`src/rtl/irqsrc_pkg.sv`:
```
package irqsrc_pkg;
  localparam logic [7:0] PRIO_OFF = 8'hFF;

  typedef struct packed {
    logic asserted;
    logic sent;
    logic rejected;
    logic mpend;
  } src_stat_t;

  function automatic logic lvl_can_send(src_stat_t s, logic [7:0] p);
    return (p != PRIO_OFF) && s.asserted && !s.sent;
  endfunction
endpackage

```
`src/rtl/irqsrc_entry.sv`:
```
module irqsrc_entry
  import irqsrc_pkg::*;
#(
  parameter int   SRV_W    = 4,
  parameter logic IS_LEVEL = 1'b0
) (
  input  logic             clk,
  input  logic             rst_n,
  input  logic             line_i,
  input  logic             rej_i,
  input  logic             eoi_i,
  input  logic             cfg_i,
  input  logic [SRV_W-1:0] cfg_srv_i,
  input  logic [7:0]       cfg_prio_i,
  input  logic [7:0]       cfg_saved_i,
  input  logic             scan_i,
  input  logic             grant_i,
  output logic             pend_o,
  output logic [SRV_W-1:0] srv_o,
  output logic [7:0]       prio_o
);
  src_stat_t        st_q, st_n;
  logic [7:0]       prio_q, prio_n, saved_q, saved_n;
  logic [SRV_W-1:0] srv_q, srv_n;
  logic             pend_q, pend_n, line_q, send;

  always_comb begin
    st_n    = st_q;
    prio_n  = prio_q;
    saved_n = saved_q;
    srv_n   = srv_q;
    send    = 1'b0;
    if (rej_i) begin
      if (IS_LEVEL) st_n.sent = 1'b0;
      else          st_n.rejected = 1'b1;
    end
    if (eoi_i && IS_LEVEL) st_n.sent = 1'b0;
    if (IS_LEVEL) begin
      if (line_i != line_q) begin
        st_n.asserted = line_i;
        if (lvl_can_send(st_n, prio_n)) begin st_n.sent = 1'b1; send = 1'b1; end
      end
    end else if (line_i && !line_q) begin
      if (prio_n == PRIO_OFF) st_n.mpend = 1'b1;
      else                    send = 1'b1;
    end
    if (cfg_i) begin
      srv_n   = cfg_srv_i;
      prio_n  = cfg_prio_i;
      saved_n = cfg_saved_i;
      if (IS_LEVEL) begin
        if (lvl_can_send(st_n, prio_n)) begin st_n.sent = 1'b1; send = 1'b1; end
      end else if (st_n.mpend && prio_n != PRIO_OFF) begin
        st_n.mpend = 1'b0;
        send       = 1'b1;
      end
    end
    if (scan_i) begin
      if (IS_LEVEL) begin
        if (lvl_can_send(st_n, prio_n)) begin st_n.sent = 1'b1; send = 1'b1; end
      end else if (st_n.rejected) begin
        st_n.rejected = 1'b0;
        if (prio_n != PRIO_OFF) send = 1'b1;
      end
    end
    pend_n = (pend_q & ~grant_i) | send;
  end

  always_ff @(posedge clk or negedge rst_n) begin
    if (!rst_n) begin
      st_q    <= '0;
      prio_q  <= PRIO_OFF;
      saved_q <= PRIO_OFF;
      srv_q   <= '0;
      pend_q  <= 1'b0;
      line_q  <= 1'b0;
    end else begin
      st_q   <= st_n;
      pend_q <= pend_n;
      line_q <= line_i;
      if (cfg_i) begin
        prio_q  <= prio_n;
        saved_q <= saved_n;
        srv_q   <= srv_n;
      end
    end
  end

  assign pend_o = pend_q;
  assign srv_o  = srv_q;
  assign prio_o = prio_q;


  sent_rise_chk: assert property (@(posedge clk) disable iff (!rst_n)
    $rose(st_q.sent) |-> (st_q.asserted && prio_q != PRIO_OFF));

  mpend_masked_chk: assert property (@(posedge clk) disable iff (!rst_n)
    st_q.mpend |-> (prio_q == PRIO_OFF));

  saved_hold_chk: assert property (@(posedge clk) disable iff (!rst_n)
    !cfg_i |=> $stable(saved_q));

  kind_bits_chk: assert property (@(posedge clk) disable iff (!rst_n)
    IS_LEVEL |-> (!st_q.rejected && !st_q.mpend));
endmodule

```
`src/rtl/irqsrc_issue.sv`:
```
module irqsrc_issue #(
  parameter int                NUM_SRC = 8,
  parameter int                SRV_W   = 4,
  parameter int                NUM_W   = 16,
  parameter logic [NUM_W-1:0]  BASE    = 16'h1000,
  localparam int               IDX_W   = (NUM_SRC > 1) ? $clog2(NUM_SRC) : 1
) (
  input  logic                     clk,
  input  logic                     rst_n,
  input  logic [NUM_SRC-1:0]       pend_i,
  input  logic [NUM_SRC*SRV_W-1:0] srv_i,
  input  logic [NUM_SRC*8-1:0]     prio_i,
  output logic [NUM_SRC-1:0]       grant_o,
  output logic                     req_valid,
  output logic [NUM_W-1:0]         req_num,
  output logic [SRV_W-1:0]         req_srv,
  output logic [7:0]               req_prio
);
  logic [IDX_W-1:0] sel;
  logic             found;

  always_comb begin
    sel   = '0;
    found = 1'b0;
    for (int i = NUM_SRC - 1; i >= 0; i--) begin
      if (pend_i[i]) begin
        sel   = IDX_W'(i);
        found = 1'b1;
      end
    end
    grant_o = found ? (NUM_SRC'(1) << sel) : '0;
  end

  always_ff @(posedge clk or negedge rst_n) begin
    if (!rst_n) begin
      req_valid <= 1'b0;
      req_num   <= '0;
      req_srv   <= '0;
      req_prio  <= '0;
    end else begin
      req_valid <= found;
      if (found) begin
        req_num  <= BASE + NUM_W'(sel);
        req_srv  <= srv_i[sel*SRV_W +: SRV_W];
        req_prio <= prio_i[sel*8 +: 8];
      end
    end
  end


  one_grant_chk: assert property (@(posedge clk) disable iff (!rst_n)
    $onehot0(grant_o));

  grant_out_chk: assert property (@(posedge clk) disable iff (!rst_n)
    (|grant_o) |=> req_valid);

  num_range_chk: assert property (@(posedge clk) disable iff (!rst_n)
    req_valid |-> (req_num >= BASE && req_num < BASE + NUM_W'(NUM_SRC)));
endmodule

```
`src/rtl/irqsrc_scan.sv`:
```
module irqsrc_scan #(
  parameter int  NUM_SRC = 8,
  localparam int IDX_W   = (NUM_SRC > 1) ? $clog2(NUM_SRC) : 1,
  localparam int LAST    = NUM_SRC - 1
) (
  input  logic               clk,
  input  logic               rst_n,
  input  logic               start_i,
  output logic               busy_o,
  output logic [NUM_SRC-1:0] hit_o
);
  logic             busy_q, busy_n;
  logic [IDX_W-1:0] idx_q, idx_n;

  always_comb begin
    busy_n = busy_q;
    idx_n  = idx_q;
    if (busy_q) begin
      if (idx_q == IDX_W'(LAST)) begin
        busy_n = 1'b0;
        idx_n  = '0;
      end else begin
        idx_n = idx_q + 1'b1;
      end
    end else if (start_i) begin
      busy_n = 1'b1;
      idx_n  = '0;
    end
  end

  always_ff @(posedge clk or negedge rst_n) begin
    if (!rst_n) begin
      busy_q <= 1'b0;
      idx_q  <= '0;
    end else begin
      busy_q <= busy_n;
      idx_q  <= idx_n;
    end
  end

  assign busy_o = busy_q;
  assign hit_o  = busy_q ? (NUM_SRC'(1) << idx_q) : '0;


  scan_end_chk: assert property (@(posedge clk) disable iff (!rst_n)
    (busy_q && idx_q == IDX_W'(LAST)) |=> !busy_q);

  scan_start_chk: assert property (@(posedge clk) disable iff (!rst_n)
    (start_i && !busy_q) |=> (busy_q && idx_q == '0));
endmodule

```
`src/rtl/irq_source_ctrl.sv`:
```
module irq_source_ctrl #(
  parameter int                 NUM_SRC    = 8,
  parameter int                 SRV_W      = 4,
  parameter int                 NUM_W      = 16,
  parameter logic [NUM_W-1:0]   BASE       = 16'h1000,
  parameter logic [NUM_SRC-1:0] LEVEL_MASK = 8'hAA
) (
  input  logic               clk,
  input  logic               rst_n,
  input  logic [NUM_SRC-1:0] line_in,
  input  logic               cfg_we,
  input  logic [NUM_W-1:0]   cfg_num,
  input  logic [SRV_W-1:0]   cfg_srv,
  input  logic [7:0]         cfg_prio,
  input  logic [7:0]         cfg_saved,
  input  logic               rej_valid,
  input  logic [NUM_W-1:0]   rej_num,
  input  logic               eoi_valid,
  input  logic [NUM_W-1:0]   eoi_num,
  input  logic               resend_req,
  output logic               req_valid,
  output logic [NUM_W-1:0]   req_num,
  output logic [SRV_W-1:0]   req_srv,
  output logic [7:0]         req_prio,
  output logic               resend_busy
);
  logic [NUM_SRC-1:0]       pend, grant, scan_hit;
  logic [NUM_SRC*SRV_W-1:0] srv_flat;
  logic [NUM_SRC*8-1:0]     prio_flat;

  function automatic logic num_hit(logic [NUM_W-1:0] n, int idx);
    logic [NUM_W-1:0] off;
    off = n - BASE;
    return (n >= BASE) && (off == NUM_W'(idx));
  endfunction

  generate
    for (genvar g = 0; g < NUM_SRC; g++) begin : g_src
      irqsrc_entry #(.SRV_W(SRV_W), .IS_LEVEL(LEVEL_MASK[g])) u_entry (
        .clk        (clk),
        .rst_n      (rst_n),
        .line_i     (line_in[g]),
        .rej_i      (rej_valid && num_hit(rej_num, g)),
        .eoi_i      (eoi_valid && num_hit(eoi_num, g)),
        .cfg_i      (cfg_we && num_hit(cfg_num, g)),
        .cfg_srv_i  (cfg_srv),
        .cfg_prio_i (cfg_prio),
        .cfg_saved_i(cfg_saved),
        .scan_i     (scan_hit[g]),
        .grant_i    (grant[g]),
        .pend_o     (pend[g]),
        .srv_o      (srv_flat[g*SRV_W +: SRV_W]),
        .prio_o     (prio_flat[g*8 +: 8])
      );
    end
  endgenerate

  irqsrc_issue #(.NUM_SRC(NUM_SRC), .SRV_W(SRV_W), .NUM_W(NUM_W), .BASE(BASE)) u_issue (
    .clk      (clk),
    .rst_n    (rst_n),
    .pend_i   (pend),
    .srv_i    (srv_flat),
    .prio_i   (prio_flat),
    .grant_o  (grant),
    .req_valid(req_valid),
    .req_num  (req_num),
    .req_srv  (req_srv),
    .req_prio (req_prio)
  );

  irqsrc_scan #(.NUM_SRC(NUM_SRC)) u_scan (
    .clk    (clk),
    .rst_n  (rst_n),
    .start_i(resend_req),
    .busy_o (resend_busy),
    .hit_o  (scan_hit)
  );
endmodule

```
`config.mk`:
```
export PLATFORM = sky130hd
export DESIGN_NAME = irq_source_ctrl
export DESIGN_NICKNAME = d
export VERILOG_FILES = /design/src/rtl/irqsrc_pkg.sv /design/src/rtl/irqsrc_entry.sv /design/src/rtl/irqsrc_issue.sv /design/src/rtl/irqsrc_scan.sv /design/src/rtl/irq_source_ctrl.sv
export SDC_FILE = /design/constraint.sdc
export NUM_CORES = 1
export LEC_CHECK = 0
export BUFFER_PORTS_ARGS = -buffer_cell sky130_fd_sc_hd__buf_2
export CAP_MARGIN = 20
export CORE_ASPECT_RATIO = 1.5
export CORE_MARGIN = 2
export CORE_UTILIZATION = 24
export CTS_CLUSTER_DIAMETER = 40
export DETAILED_ROUTE_END_ITERATION = 10
export SETUP_SLACK_MARGIN = 0.5
export SYNTH_ARGS = -nofsm -noshare
export SYNTH_HDL_FRONTEND = slang
export SYNTH_SLANG_ARGS = --single-unit
```
`constraint.sdc`:
```
create_clock -name clk -period 2.3 [get_ports clk]
set_clock_uncertainty 0.2 [all_clocks]
set_input_delay 0.115 -clock clk [delete_from_list [all_inputs] [get_ports clk]]
set_output_delay 0.115 -clock clk [all_outputs]
set_load 0.005 [all_outputs]
```
==> impl_metrics.json <==
{
  "drc": 0,
  "drt_iter0_drc": 461,
  "crit_slowest_cell": "dfrtp_2",
  "hold_class": "in -> async",
  "finalWorstSetupSlack_ns": 0.200,
  "ys_seq_area_share_pct": 50.5,
  "fillCellCount": 3045,
  "cp-end-kind": "register",
  "ys_warn_count": 0,
  "yosys.area.top_type": "dfrtp_1",
  "vias": 6360,
  "gp_congestion": 0.845,
  "cts_buffer_depth": 2,
  "nNetsFinal": 966,
  "die_h_um": 221,
  "intPower_mw": 5.41,
  "antenna_cells": 0,
  "clkSinkCount": 149,
  "worstPathArrival_ns": 2.19,
  "fin_setup_tns_ns": 0,
  "cp_max_fo": 9,
  "pin_count": 112,
  "max_slew_margin_pct": 63.6,
  "critical_path.top_delay_family": "compound AO/OA/AOI/OAI gates",
  "pwr-share-comb_pct": 23.2,
  "tightestPinTransition_ns": 0.541,
  "areaGrowthSynthToFinish_pct": 41.5,
  "grt_usage_pct": 14.8,
  "htree_levels": 4,
  "design.die.area_sq_um": 32900,
  "drive_gt1_share_pct": 49.5,
  "async_flop_share_pct": 100,
  "outcome": "complete, no violations",
  "antenna_found_initial": 1,
  "row_count": 79,
  "p_clk_share_pct": 38.1,
  "crit_chain": "nor3_4, o21ai_4, buf_6, clkbuf_16, and3_1, o31ai_4, a311oi_2",
  "cts_made_buffers": 17,
  "netlist_instances": 697,
  "port_buffers": 91,
  "clk_pin_slew_ns": 0.06,
  "startpoint_type": "register",
  "synth_top_cell_area_share_pct": 28.2,
  "wl_um": 25000,
  "period_share_pct": 91.3,
  "syn_area_sq_um": 7540,
  "worstPathRequired_ns": 2.39,
  "final_common_cell": "buf_2",
  "cts_tree": "yes",
  "ys_types": 66,
  "leakage_nw": 4.51,
  "setup_viol": 0,
  "grt_pass1_wl_um": 36900,
  "final_cell_mix": "90 x buf_2, 83 x nand2_1, 77 x dfrtp_1, 64 x mux2_2, 64 x dfstp_2",
  "setup.worst_path.class": "reg -> reg",
  "synth_area_leaders": "dfrtp_1 28%, dfstp_2 22%, mux2_2 12%, nand2_1 4.3%, o31ai_1 2.6%",
  "synth_seq_cells": 149,
  "rrSetupSlack_ns": 0.20,
  "syn_avg_cell_area_sq_um": 10.8,
  "dp_slack_ns": 0.0739,
  "rsz0062_at_grt": "true",
  "drtPass1Iterations": 5,
  "slowest_delay_ns": 0.45,
  "ir_drop_uv": 564,
  "cap_viol_max_count": 0,
  "synth_edf_count": 0,
  "grt_overflow": 0,
  "core_sq_um": 30900,
  "start_util_pct": 24.4,
  "p_switching_mw": 2.30,
  "power.density_nw_per_um2": 723,
  "grt_pass1_vias": 6272,
  "die_w_um": 149,
  "p_sw_share_pct": 29.8,
  "clock.fmax_mhz": 476,
  "ant_nets": 0,
  "place_hpwl_um": 16800,
  "clock_latency_ns": 0.43,
  "cts_root_buffer": "clkbuf_16",
  "synth_flop_cell": "dfrtp_1",
  "path_buf_inv": 2,
  "grt_max_degree": 59,
  "pwr-share-seq_pct": 38.7,
  "viasPerCell": 4.91,
  "slew_viol_final": 0,
  "min_period_ns": 2.10,
  "hold_viol": 0,
  "wire_per_inst_um": 19.3
}
## power groups by stage
stage	sequential, mW	combinational, mW	clock (mW)
after global placement	2.98	1.16	0
final	2.98	1.78	2.94
after floorplan	2.93	0.640	0
after CTS	2.96	1.41	2.97
after global routing	3.00	1.91	3.08
after detailed placement	2.99	1.17	0
## cell type report
cell class / count / area (sq um) / share of cell area [%]
clock inverters: 13 / 183 / 1.71
inverters: 11 / 41.3 / 0.387
repair buffers: 196 / 1650 / 15.4
multi-input cells: 503 / 4040 / 37.8
well taps: 405 / 507 / 4.75
clock buffers: 19 / 433 / 4.06
flip-flops and latches: 149 / 3820 / 35.8
## Yosys cell counts, drive strengths merged (18+ instances only)
master  count
and3       31
o21ai      25
dfstp      64
nand2      89
mux2       80
nand2b     22
nand4      21
dfrtp      85
buf        20
nand3      18
clkbuf     27
o31ai      26
## registers in the layout, summed over array words and instances (netlist names)
name / cells
u_issue.req_srv: 4
g_src.u_entry.pend_o: 8
u_issue.req_num: 4
g_src.u_entry.srv_o: 32
g_src.u_entry.prio_o: 64
u_scan.busy_o: 1
u_issue.req_valid: 1
g_src.u_entry.line_q: 8
u_issue.req_prio: 8
u_scan.idx_q: 3
g_src.u_entry.st_q: 16
## layer usage
metal	share of wire (%)	vias to the layer above	GRT usage [%]
met5	0	-	0
met4	3.9	0	7.07
met3	5.1	51	2.60
met2	52	248	25.9
met1	39	3150	17.3
li1	-	2911	-
## worst paths after layout
path,endpoint,depth (start not counted),start
min in group clk,g_src[3].u_entry.pend_o,5,eoi_num[14]
min,g_src[4].u_entry.srv_o[2],2,rst_n
max reg2reg,u_issue.req_prio[6],7,g_src[4].u_entry.pend_o
max,u_issue.req_prio[6],7,g_src[4].u_entry.pend_o
max in group asynchronous,g_src[4].u_entry.prio_o[7],3,rst_n
min reg2reg,g_src[0].u_entry.srv_o[2],2,g_src[0].u_entry.srv_o[2]
## cells by family (layout without fill, tap and decap cells)
group                      count (synthesis)  count (layout)  synth area share [%]
adders and majority gates                  6               6                 0.996
and+or+nand+nor                          256             258                  18.9
buffers and inverters                     58             239                  3.90
muxes                                     81              81                  12.1
AOI/OAI and AO/OA                        146             146                  13.5
DFF                                      149             149                  50.5
other                                      1              12                0.0498
## worst reg2reg max path, delay by kind of cell (launching register included)
kind                   cells  cell delay (ns)
AOI/OAI and AO/OA          3             0.53
buffers and inverters      2             0.33
DFF                        1             0.45
and+or+nand+nor            2             0.48
## repair_timing
action                                 4_1_cts  5_1_grt
setup buffers                               11       14
endpoints found under the hold margin      231        0
pin swaps                                   13       17
resized for setup                           43       73
hold buffers                                32        0
setup endpoints to repair                   22       33
gates cloned                                 4        7
## through the flow
step,hold WS [ns],cell area [sq um],total power [mW],utilization [%],std cells
after global routing,0.0339,10700,7.99,34.5,1296
after global placement,-0.107,8860,4.15,28.6,1196
after CTS,-0.00777,10200,7.34,32.8,1275
after detailed placement,-0.107,8860,4.16,28.6,1196
after floorplan,-0.381,7830,3.57,-,708
final,0.0150,10700,7.70,34.5,1296
(Power assumes the default switching activity.)
